## src/rtl/cec_rx_pkg.sv

```systemverilog
package cec_rx_pkg;
  typedef enum logic [1:0] {
    ST_IDLE  = 2'd0,
    ST_START = 2'd1,
    ST_BITS  = 2'd2
  } rx_state_e;
endpackage

```

## src/rtl/cec_rx_sync.sv

```systemverilog
module cec_rx_sync (
  input  logic clk_i,
  input  logic rst_ni,
  input  logic line_i,
  output logic line_o,
  output logic fall_o,
  output logic rise_o
);
  logic s1_q, s2_q, prev_q;

  always_ff @(posedge clk_i or negedge rst_ni) begin
    if (!rst_ni) begin
      s1_q   <= 1'b1;
      s2_q   <= 1'b1;
      prev_q <= 1'b1;
    end else begin
      s1_q   <= line_i;
      s2_q   <= s1_q;
      prev_q <= s2_q;
    end
  end

  assign line_o = s2_q;
  assign fall_o = prev_q & ~s2_q;
  assign rise_o = ~prev_q & s2_q;
endmodule

```

## src/rtl/cec_rx_timer.sv

```systemverilog
module cec_rx_timer #(
  parameter int CW = 8
) (
  input  logic          clk_i,
  input  logic          rst_ni,
  input  logic          restart_i,
  output logic [CW-1:0] cnt_o
);
  localparam logic [CW-1:0] SAT = '1;

  always_ff @(posedge clk_i or negedge rst_ni) begin
    if (!rst_ni)             cnt_o <= '0;
    else if (restart_i)      cnt_o <= CW'(1);
    else if (cnt_o != SAT)   cnt_o <= cnt_o + CW'(1);
  end
endmodule

```

## src/rtl/cec_rx_pulldown.sv

```systemverilog
module cec_rx_pulldown #(
  parameter int TICKS = 49
) (
  input  logic clk_i,
  input  logic rst_ni,
  input  logic start_i,
  input  logic cancel_i,
  output logic pd_o
);
  localparam int TW = $clog2(TICKS + 1);
  logic [TW-1:0] left_q;

  always_ff @(posedge clk_i or negedge rst_ni) begin
    if (!rst_ni)              left_q <= '0;
    else if (cancel_i)        left_q <= '0;
    else if (start_i)         left_q <= TW'(TICKS);
    else if (left_q != '0)    left_q <= left_q - TW'(1);
  end

  assign pd_o = (left_q != '0);
endmodule

```

## src/rtl/cec_rx.sv

```systemverilog
module cec_rx
  import cec_rx_pkg::*;
#(
  parameter int CW         = 8,
  parameter int DW         = 8,
  parameter int AW         = 4,
  parameter int DEC_BASE   = 34,
  parameter int MIN_BASE   = 67,
  parameter int MAX_BASE   = 90,
  parameter int ST_LO_MIN  = 115,
  parameter int ST_LO_MAX  = 128,
  parameter int ST_TOT_MIN = 141,
  parameter int ST_TOT_MAX = 154,
  parameter int ACK_TICKS  = 49
) (
  input  logic              clk_i,
  input  logic              rst_ni,
  input  logic              line_i,
  input  logic signed [2:0] dat_trim_i,
  input  logic signed [2:0] min_trim_i,
  input  logic signed [2:0] max_trim_i,
  input  logic              ack_dis_i,
  input  logic [AW-1:0]     log_addr_i,
  output logic [DW-1:0]     byte_o,
  output logic              byte_vld_o,
  output logic              eom_o,
  output logic              err_o,
  output logic              pd_o
);
  localparam int IW = $clog2(DW + 2);
  localparam logic [IW-1:0] LAST_DATA = IW'(DW - 1);
  localparam logic [IW-1:0] EOM_IDX   = IW'(DW);
  localparam logic [IW-1:0] ACK_IDX   = IW'(DW + 1);
  localparam logic [CW-1:0] LO_MIN  = CW'(ST_LO_MIN);
  localparam logic [CW-1:0] LO_MAX  = CW'(ST_LO_MAX);
  localparam logic [CW-1:0] TOT_MIN = CW'(ST_TOT_MIN);
  localparam logic [CW-1:0] TOT_MAX = CW'(ST_TOT_MAX);

  logic line_s, line_fall, line_rise;
  logic [CW-1:0] cnt;
  logic [CW-1:0] dec_lim, min_lim, max_lim;

  rx_state_e     state_q;
  logic          low_ok_q, first_blk_q, addr_hit_q, eom_bit_q;
  logic [IW-1:0] bit_idx_q;
  logic [DW-2:0] shreg_q;
  logic          need_ack, err_now, ack_go;

  cec_rx_sync u_sync (
    .clk_i (clk_i),
    .rst_ni(rst_ni),
    .line_i(line_i),
    .line_o(line_s),
    .fall_o(line_fall),
    .rise_o(line_rise)
  );

  cec_rx_timer #(.CW(CW)) u_timer (
    .clk_i    (clk_i),
    .rst_ni   (rst_ni),
    .restart_i(line_fall),
    .cnt_o    (cnt)
  );

  cec_rx_pulldown #(.TICKS(ACK_TICKS)) u_pd (
    .clk_i   (clk_i),
    .rst_ni  (rst_ni),
    .start_i (ack_go),
    .cancel_i(err_now),
    .pd_o    (pd_o)
  );

  assign dec_lim = CW'(DEC_BASE + 2 * int'(dat_trim_i));
  assign min_lim = CW'(MIN_BASE + int'(min_trim_i));
  assign max_lim = CW'(MAX_BASE + int'(max_trim_i));

  assign need_ack = first_blk_q | (addr_hit_q & ~ack_dis_i);

  // an edge beyond max counts as timeout, so edge and timeout never disagree
  always_comb begin
    err_now = 1'b0;
    ack_go  = 1'b0;
    if (state_q == ST_BITS) begin
      if ((cnt > max_lim) || (line_fall && (cnt < min_lim))) err_now = 1'b1;
      else if (line_fall && (bit_idx_q == ACK_IDX) && need_ack) ack_go = 1'b1;
    end
  end

  always_ff @(posedge clk_i or negedge rst_ni) begin
    if (!rst_ni) begin
      state_q     <= ST_IDLE;
      low_ok_q    <= 1'b0;
      first_blk_q <= 1'b0;
      addr_hit_q  <= 1'b0;
      eom_bit_q   <= 1'b0;
      bit_idx_q   <= '0;
      shreg_q     <= '0;
      byte_o      <= '0;
      byte_vld_o  <= 1'b0;
      eom_o       <= 1'b0;
      err_o       <= 1'b0;
    end else begin
      byte_vld_o <= 1'b0;
      eom_o      <= 1'b0;
      err_o      <= 1'b0;
      unique case (state_q)
        ST_IDLE: begin
          if (line_fall) begin
            state_q  <= ST_START;
            low_ok_q <= 1'b0;
          end
        end
        ST_START: begin
          if (line_fall) begin
            if (low_ok_q && (cnt >= TOT_MIN) && (cnt <= TOT_MAX)) begin
              state_q     <= ST_BITS;
              bit_idx_q   <= '0;
              first_blk_q <= 1'b1;
              addr_hit_q  <= 1'b0;
            end else begin
              low_ok_q <= 1'b0;  // this edge opens a new candidate
            end
          end else if (cnt > TOT_MAX) begin
            state_q <= ST_IDLE;
          end else if (line_rise) begin
            low_ok_q <= (cnt >= LO_MIN) && (cnt <= LO_MAX);
          end
        end
        ST_BITS: begin
          if (err_now) begin
            err_o   <= 1'b1;
            state_q <= ST_IDLE;
          end else if (!line_fall && (cnt == dec_lim)) begin
            if (bit_idx_q == ACK_IDX) begin
              if (eom_bit_q) begin
                eom_o   <= 1'b1;
                state_q <= ST_IDLE;
              end
              first_blk_q <= 1'b0;
              bit_idx_q   <= '0;
            end else begin
              bit_idx_q <= bit_idx_q + IW'(1);
              if (bit_idx_q == EOM_IDX) begin
                eom_bit_q <= line_s;
              end else begin
                shreg_q <= {shreg_q[DW-3:0], line_s};
                if (bit_idx_q == LAST_DATA) begin
                  byte_o     <= {shreg_q, line_s};
                  byte_vld_o <= 1'b1;
                  if (first_blk_q)
                    addr_hit_q <= ({shreg_q[AW-2:0], line_s} == log_addr_i);
                end
              end
            end
          end
        end
        default: state_q <= ST_IDLE;
      endcase
    end
  end
endmodule

```

## config.mk

```make
export PLATFORM = sky130hd
export DESIGN_NAME = cec_rx
export DESIGN_NICKNAME = d
export VERILOG_FILES = /design/src/rtl/cec_rx_pkg.sv /design/src/rtl/cec_rx_sync.sv /design/src/rtl/cec_rx_timer.sv /design/src/rtl/cec_rx_pulldown.sv /design/src/rtl/cec_rx.sv
export SDC_FILE = /design/constraint.sdc
export NUM_CORES = 1
export LEC_CHECK = 0
export BUFFER_PORTS_ARGS = -buffer_cell sky130_fd_sc_hd__buf_2
export CORE_UTILIZATION = 49
export DETAILED_ROUTE_END_ITERATION = 16
export GPL_TIMING_DRIVEN = 0
export PLACE_DENSITY_LB_ADDON = 0.05
export SYNTH_ARGS = -nofsm -noshare
export SYNTH_HDL_FRONTEND = slang
export SYNTH_SLANG_ARGS = --single-unit
export TNS_END_PERCENT = 100
```

## constraint.sdc

```tcl
create_clock -name clk_i -period 2.5 [get_ports clk_i]
set_clock_uncertainty 0.15 [all_clocks]
set_input_delay 0.375 -clock clk_i [delete_from_list [all_inputs] [get_ports clk_i]]
set_output_delay 0.375 -clock clk_i [all_outputs]
set_load 0.02 [all_outputs]
```

==> reports/qor.csv, run 1 <==
metric;value;unit
synthesized area;2770;um^2
die width;77.2;um
Setup crit end kind;flop;
sequential cell fraction of total power;45.6;%
family with the most delay on the worst path;simple AND/OR/NAND/NOR gates;
initial antenna violation count;0;
synth top area cells;dfrtp_1 38%, ha_1 12%, mux2_4 4.3%, xnor2_1 3.2%, dfstp_2 2.8%;
post-route insts no fill;385;
final worst path period need;2400;ps
Worst-Skew Late Latency;300;ps
worst path arrival time;2450;ps
Vias/cell;5.39;
main combinational cell family by area after synthesis;simple AND/OR/NAND/NOR gates;
diodes inserted;0;
worst slew pin tran;1010;ps
Yosys Warn Count;0;
DP Cell Count;367;
mux contribution to synthesized area;8.25;%
Max FO, Critical Path;8;
WL final;5.36;mm
Synth Area per Inst;10.4;um^2
IO Pins;29;
flop-to-flop setup slack;100;ps
Die Ht;77.2;um
H-tree levels;2;
CTS tree;done;
status;complete, no violations;
Comb power frac;30.4;%
Layout area overhead;15.4;%
Sink Count;45;
met3 WL;157;um
Required @ worst endpoint;2550;ps
I/O Buffers;28;
flops & latches, synth;45;
fin util;58.5;%
Worst setup SP type;flop;
DRC;0;
switch share;35.5;%
Clk pwr share;24.0;%
Root Buffer;clkbuf_8;
highest routed layer;met4;
unrepaired setup endpoints after global routing;false;
clock buffer count from CTS;5;
vias in the first global route;2022;
Post-synth EDFFs;0;
Pre-Repair DR Iteration Count;4;
Netlist cell types;54;
Adder-Cell Fraction of Synth Area;11.7;%
pwr/cell area;622;nW/um^2
Commonest cells post-synth;42 x dfrtp_1, 26 x ha_1, 17 x nand2_1;
slowest CP cell;dfstp_2;
post-synthesis xor/xnor area fraction;5.05;%
# setup viols final;0;
peak supply drop;0.321;mV
pins over their slew limit;0;
largest net degree at the start of global routing;46;
Rows;27;
Total GRT Usage;20.1;%
r2r worst-path depth;7;
worst path cell trace;inv_1, ha_4, or4_4, nor2_4, nand4_4, nor2_8, mux2_4;
sequential area share after synthesis;40.7;%
CTS Buffer Depth;2;
Pint;1280;uW
Die ar.;5970;um^2
count leader, synth;dfrtp_1;
Syn Nets;310;
met2 wire length;2.40;mm
core area;5470;um^2
worst r2r dst;byte_o[5];
crit path from;u_sync.line_o;
Initial Utilization;50.7;%
Max Cap Viol;0;
crit path kind;flop to flop;
Synth top area share;37.9;%
r2r startpoint;u_sync.line_o;
Worst slew margin;32.5;%
FILL cells;518;
critical path buffer and inverter count;1;
leakage;0.00154;uW
achievable frequency;0.417;GHz
layout cell share with drive strength beyond 1;23.6;%
CTS clock-pin slew for the worst setup and hold paths;90;ps
switching power;706;uW
Placer Congestion;0.767;
DP HPWL;3.80;mm
GRT overflow;0;
part of the cycle the worst path needs;95.9;%
simple-gate share of the synthesized area;18.8;%
asr flop ratio synth;100;%
max incr delay on CP;550;ps
Gate Count Post-Synth;267;
Compound-Gate Fraction of Synth Area;11.7;%
Metal-1 WL;2.74;mm
Post-layout nets;355;
most used flip-flop cell after synthesis;dfrtp_1;
Final ANT Viol Nets;0;
Initial DRC Count;43;
Routed WL per cell;13.9;um
area leader, netlist;dfrtp_1;
hold crit path type;input port to asynchronous set/reset pin;
via count;2075;
Hold Fails Final Rpt;0;
first-pass GRT wire length;9.45;mm
-- sequential cells by signal, summed over array words and instances, names as in the netlist --
name           count
byte_o             8
u_sync.prev_q      1
state_q            2
eom_o              1
bit_idx_q          4
byte_vld_o         1
addr_hit_q         1
u_timer.cnt_o      8
eom_bit_q          1
err_o              1
low_ok_q           1
shreg_q            7
u_sync.line_o      1
u_pd.left_q        6
first_blk_q        1
u_sync.s1_q        1
-- final cells by class --
| type | instances | area [um^2] | share of cell area (%) |
|---|---|---|---|
| Multi-Input combinational cell | 197 | 1560 | 48.8 |
| Sequential cell | 45 | 1130 | 35.3 |
| Timing Repair Buffer | 39 | 225 | 7.04 |
| Tap cell | 72 | 90.1 | 2.81 |
| Clock buffer | 5 | 68.8 | 2.15 |
| Inverter | 16 | 60.1 | 1.88 |
| Buffer | 8 | 40.0 | 1.25 |
| Clock inverter | 3 | 25.0 | 0.782 |
-- per-layer routing --
layer | GRT usage [%] | vias up
met5 | 0 | -
met4 | 6.42 | 0
met3 | 4.17 | 7
met2 | 30.5 | 36
met1 | 28.5 | 983
li1 | - | 1049
-- layout by cell type (no fill, tap or decap), drive strengths merged, types with 10 or more instances in the layout --
| master | Yosys | routed |
|---|---|---|
| ha | 26 | 26 |
| clkbuf | 6 | 10 |
| mux2 | 15 | 15 |
| inv | 16 | 17 |
| a21oi | 10 | 10 |
| nand3 | 14 | 14 |
| nand2 | 17 | 17 |
| nor2 | 15 | 15 |
| xnor2 | 10 | 10 |
| buf | 3 | 41 |
| nor3 | 12 | 12 |
| dfrtp | 42 | 42 |
-- per-stage QoR --
step / area (um^2) / TNS, ps / hold slack (ps) / worst slack (ps) / total power [uW]
after CTS: 3170 / 0 / 1.33 / 38.6 / 2020
after global routing: 3200 / 0 / 162 / 11.6 / 2150
after global placement: 3010 / -1970 / 196 / -210 / 1510
final: 3200 / 0 / 85.7 / 101 / 1990
after floorplan: 2780 / 0 / -70.6 / 6.76 / 1370
after detailed placement: 3010 / -2180 / 199 / -234 / 1520
-- worst reg2reg max path, delay by kind of cell (launching register included) --
family | cells | cell delay (ps)
flip-flops | 1 | 550
multiplexers | 1 | 330
AND/OR/NAND/NOR | 4 | 1010
adder cells (fa/ha/maj) | 1 | 180
buffers and inverters | 1 | 80
-- how the worst max path moves through the flow --
stage | to | slack (ps) | cells past startpoint
floorplan | byte_o[0] | 7 | 8
global placement | byte_o[6] | -210 | 8
detailed placement | byte_o[6] | -230 | 8
CTS | addr_hit_q | 40 | 7
global route | byte_o[0] | 10 | 7
finish | byte_o[5] | 100 | 7
-- power groups by stage --
stage	sequential (uW)	clock [uW]	combinational (uW)
6_report	908	478	605
5_1_grt	923	523	709
4_1_cts	908	498	611
3_5_place_dp	922	0	598
3_3_place_gp	923	0	586
2_1_floorplan	896	0	477
-- cells by family after synthesis --
group,after synthesis
and+or+nand+nor,89
AOI/OAI and AO/OA,48
DFF,45
buffers and inverters,25
xor gates and xnor gates,16
muxes,18
adders and majority gates,26
-- timing repair --
action	CTS	global route
hold buffers	0	1
resized for setup	3	0
hold endpoints to repair	0	1
setup endpoints to repair	12	9
pin swaps	2	4
setup buffers	7	3
No activity file was read; power rests on OpenSTA's default activity.
==> run 2, diff against run 1 <==
- CORE_ASPECT_RATIO: default -> 1.75
- PLACE_DENSITY: default -> 0.79
- PLACE_DENSITY_LB_ADDON: 0.05 -> default
- SLEW_MARGIN: default -> 5
==> reports/qor.csv, run 2 (synthesis results as in run 1) <==
metric;value;unit;change
Final Instance Area;3160;um^2;-1.2%
Post-DP Area;3010;um^2;about the same
largest net degree at the start of global routing;46;;unchanged
part of the cycle the worst path needs;96.6;%;+0.62 points
peak supply drop;0.411;mV;+28%
DP HPWL;4.04;mm;+6.4%
die width;58.9;um;-24%
worst path arrival time;2460;ps;about the same
Root Buffer;clkbuf_8;;
Max FO, Critical Path;8;;unchanged
initial antenna violation count;0;;unchanged
Die Ht;102;um;+31%
WL final;5.59;mm;+4.1%
hold crit path type;input port to asynchronous set/reset pin;;
final worst path period need;2410;ps;+15.5 ps
Placer Congestion;0.771;;+0.59%
# setup viols final;0;;unchanged
FILL cells;487;;-6.0%
core area;5340;um^2;-2.4%
largest registers;byte_o (8), u_timer.cnt_o (8), shreg_q (7);;
Routed WL per cell;14.6;um;+5.0%
Vias/cell;5.55;;+3.0%
Layout area overhead;14.0;%;
area of the multi-input gates;1560;um^2;unchanged
Initial DRC Count;55;;+28%
r2r startpoint;u_sync.line_o;;
CTS Buffer Depth;2;;unchanged
pins over their slew limit;0;;unchanged
Sink Count;45;;unchanged
flop-to-flop setup slack;90;ps;-20 ps
most common cell after layout, fill and taps aside;dfrtp_1;;
diodes inserted;0;;unchanged
Hold Fails Final Rpt;0;;unchanged
overall power;2000;uW;+0.23%
Die ar.;5980;um^2;+0.20%
Final ANT Viol Nets;0;;unchanged
register area;1130;um^2;unchanged
Required @ worst endpoint;2550;ps;about the same
Pre-Repair DR Iteration Count;4;;unchanged
Initial Utilization;51.9;%;+1.2 points
Post-layout nets;350;;-1.4%
unrepaired setup endpoints after global routing;false;;
r2r worst-path depth;7;;unchanged
worst slew pin tran;987;ps;-24.6 ps
first-pass GRT wire length;9.67;mm;+2.3%
layout cell share with drive strength beyond 1;22.7;%;-0.91 points
CTS clock-pin slew for the worst setup and hold paths;90;ps;about the same
DRC;0;;unchanged
most frequent cells in the layout;42 x dfrtp_1, 30 x buf_2, 25 x ha_1, 17 x nand2_1, 15 x inv_1;;
Max Cap Viol;0;;unchanged
GRT overflow;0;;unchanged
leakage;0.00151;uW;-1.6%
via count;2121;;+2.2%
Rows;35;;+30%
H-tree levels;2;;unchanged
Setup crit end kind;flop;;
worst r2r dst;byte_o[7];;
status;complete, no violations;;
Total GRT Usage;21.2;%;+1.1 points
vias in the first global route;2212;;+9.4%
CTS tree;done;;
I/O Buffers;28;;unchanged
Worst slew margin;34.2;%;+1.6 points
crit path kind;flop to flop;;
IO Pins;29;;unchanged
Worst setup SP type;flop;;
pwr/cell area;631;nW/um^2;+1.5%
achievable frequency;0.414;GHz;-0.64%
clock buffer count from CTS;5;;unchanged
Worst-Skew Late Latency;300;ps;about the same
## run 2: cell types whose count changed in the layout (fill, tap and decap cells not counted)
cell	before	now
clkinv_4	1	0
inv_1	16	15
clkinv_2	0	1
buf_4	10	5
inv_2	0	1
## run 2: power breakdown
part / switching (uW) / leakage [uW] / total [uW] / internal, uW
logic: 353 / 0.000893 / 622 / 269
clock network: 266 / 0.0000445 / 465 / 199
registers: 93.4 / 0.000577 / 908 / 815
## run 2: metrics by stage
| step | hold slack [ps] | utilization [%] | setup slack, ps | instances | TNS, ps |
|---|---|---|---|---|---|
| after floorplan | -70.6 | - | 6.76 | 267 | 0 |
| after global placement | 197 | 56.3 | -196 | 369 | -1680 |
| after detailed placement | 199 | 56.3 | -206 | 369 | -1950 |
| after CTS | 1.98 | 58.9 | 25.9 | 380 | 0 |
| after global routing | 163 | 59.2 | 1.38 | 382 | 0 |
| final | 74.7 | 59.2 | 85.9 | 382 | 0 |
## run 2: layout make-up
class                   count  share of cell area (%)
flip-flops and latches     45                    35.7
plain buffers               8                    1.27
inverters                  16                    1.90
repair buffers             34                    5.94
multi-input cells         197                    49.4
clock buffers               5                    2.18
well taps                  74                    2.93
clock inverters             3                   0.673
## run 2: worst max-delay path, cell delays in order (launching register included)
cell and delay [ps]:
dfstp_2 570, inv_2 60, ha_4 190, or4_4 430, nor2_4 170, nand4_4 140, nor2_8 260, mux2_4 320
## run 2: per-layer routing
layer | up-vias | share of wire, % | routed length [um] | track usage (%)
met1 | 1032 | 40 | 2260 | 24.4
li1 | 1037 | - | - | -
met5 | - | 0 | 0 | 0
met2 | 39 | 55 | 3070 | 37.0
met3 | 13 | 2.4 | 135 | 3.19
met4 | 0 | 2.2 | 123 | 11.4
## run 2: repair_timing
item	4_1_cts	5_1_grt
resized for setup	3	1
pin swaps	3	2
setup buffers	4	1
hold buffers	0	1
setup endpoints to repair	10	10
hold endpoints to repair	0	1
## run 2: worst max-delay path by stage
stage,start,to,cells past startpoint
after floorplan,u_sync.line_o,byte_o[0],8
after global placement,u_sync.line_o,byte_o[4],8
after detailed placement,u_sync.line_o,byte_o[0],8
after CTS,u_sync.line_o,byte_o[7],7
after global routing,u_sync.line_o,byte_o[3],7
final,u_sync.line_o,byte_o[7],7
==> run 3, diff against run 2 <==
- CORE_UTILIZATION: 49 -> 40
- PLACE_DENSITY: 0.79 -> 0.68
==> reports/qor.csv, run 3 (synthesis results as in run 1) <==
metric;value;unit;change
post-route insts no fill;390;;+2.1%
part of the cycle the worst path needs;96.4;%;-0.16 points
Routed WL per cell;14.8;um;+1.3%
status;complete, no violations;;
H-tree levels;2;;unchanged
worst path arrival time;2470;ps;about the same
Final Instance Area;3240;um^2;+2.5%
die width;65.0;um;+10%
Rows;39;;+11%
unrepaired setup endpoints after global routing;false;;
pins over their slew limit;0;;unchanged
peak supply drop;0.503;mV;+22%
Die ar.;7290;um^2;+22%
vias in the first global route;2166;;-2.1%
DP HPWL;4.12;mm;+2.0%
clock buffer count from CTS;5;;unchanged
flop-to-flop setup slack;90;ps;about the same
Final TNS setup;0;ps;unchanged
Worst-Skew Late Latency;290;ps;about the same
layout cell share with drive strength beyond 1;23.4;%;+0.65 points
# setup viols final;0;;unchanged
CTS clock-pin slew for the worst setup and hold paths;60;ps;-30 ps
hold crit path type;input port to flop;;
pre-CTS WS;-245;ps;-39.1 ps
CTS tree;done;;
Required @ worst endpoint;2560;ps;about the same
register area;1130;um^2;unchanged
area of the multi-input gates;1570;um^2;+0.40%
Max FO, Critical Path;8;;unchanged
worst slew pin tran;993;ps;+5.72 ps
Initial Utilization;41.8;%;-10 points
hold buffer count at cts;0;;unchanged
final worst path period need;2410;ps;-3.99 ps
IO Pins;29;;unchanged
DRC;0;;unchanged
Vias/cell;5.55;;about the same
Worst setup SP type;flop;;
FILL cells;633;;+30%
Post-DP Area;3020;um^2;+0.33%
most frequent cells in the layout;42 x dfrtp_1, 30 x buf_2, 25 x ha_1, 17 x nand2_1, 15 x inv_1;;
via count;2165;;+2.1%
crit path kind;flop to flop;;
I/O Buffers;28;;unchanged
largest registers;byte_o (8), u_timer.cnt_o (8), shreg_q (7);;
leakage;0.00155;uW;+2.5%
DP Cell Count;377;;+2.2%
achievable frequency;0.415;GHz;+0.17%
Total GRT Usage;17.2;%;-4.0 points
Layout area overhead;16.9;%;
WL final;5.78;mm;+3.4%
slack of the critical path;89.9;ps;+3.99 ps
Pre-Repair DR Iteration Count;4;;unchanged
Placer Congestion;0.831;;+7.8%
initial antenna violation count;0;;unchanged
diodes inserted;0;;unchanged
Initial DRC Count;61;;+11%
first-pass GRT wire length;9.73;mm;+0.65%
Post-layout nets;350;;unchanged
Die Ht;112;um;+10%
Max Cap Viol;0;;unchanged
Setup crit end kind;flop;;
CTS Buffer Depth;2;;unchanged
core area;6640;um^2;+24%
most common cell after layout, fill and taps aside;dfrtp_1;;
GRT overflow;0;;unchanged
Worst slew margin;33.8;%;-0.38 points
pwr/cell area;678;nW/um^2;+7.4%
Hold Fails Final Rpt;0;;unchanged
largest net degree at the start of global routing;46;;unchanged
Sink Count;45;;unchanged
Final ANT Viol Nets;0;;unchanged
Root Buffer;clkbuf_16;;
[run 3: area by class of cell]
class / instances / area share, %
tap: 82 / 3.16
buffer: 8 / 1.24
clock buffer: 6 / 4.28
sequential: 45 / 34.9
timing repair buffer: 34 / 5.83
multi-input combinational: 197 / 48.4
clock inverter: 2 / 0.425
inverter: 16 / 1.85
[run 3: path summary, 6_finish.rpt]
path / from / endpoint / cells after the start
setup / recovery: u_sync.line_o / bit_idx_q[3] / 8
hold / removal: line_i / u_sync.s1_q / 1
setup reg to reg: u_sync.line_o / bit_idx_q[3] / 8
hold reg to reg: u_sync.s1_q / u_sync.line_o / 0
max in group asynchronous: rst_ni / state_q[0] / 1
min in group asynchronous: rst_ni / u_pd.left_q[5] / 1
[run 3: where the power goes]
group / switching [uW] / internal (uW) / leakage [uW] / total, uW
Combinational: 346 / 267 / 0.000899 / 613
Sequential: 96.5 / 816 / 0.000577 / 912
Clock: 274 / 397 / 0.0000768 / 672
[run 3: metrics by stage]
step	util, %	hold WS (ps)	total power (uW)
floorplan	-	-70.6	1370
global placement	45.5	196	1500
detailed placement	45.5	197	1530
CTS	48.4	29.0	2220
global route	48.8	24.3	2350
finish	48.8	32.2	2200
[run 3: what timing repair did]
action / CTS / global route
setup buffers: 3 / 3
pin swaps: 4 / 3
resized for setup: 3 / 3
endpoints found under the setup margin: 11 / 12
cloned: 0 / 0
[run 3: critical path, stage by stage (launching register included)]
cell	delay, ps
dfstp_2	570
inv_2	70
ha_4	190
or4_4	440
nor2_4	160
nand4_4	150
buf_6	180
or3_1	340
o21ai_1	80
[run 3: metal layers]
metal  global-route usage, %  vias to the layer above  part of all wire, %
met5                       0                        -                    0
met4                    7.11                        0                  2.6
met3                    3.15                       15                  3.5
met2                    30.3                       54                   51
met1                    19.8                     1060                   43
li1                        -                     1036                    -
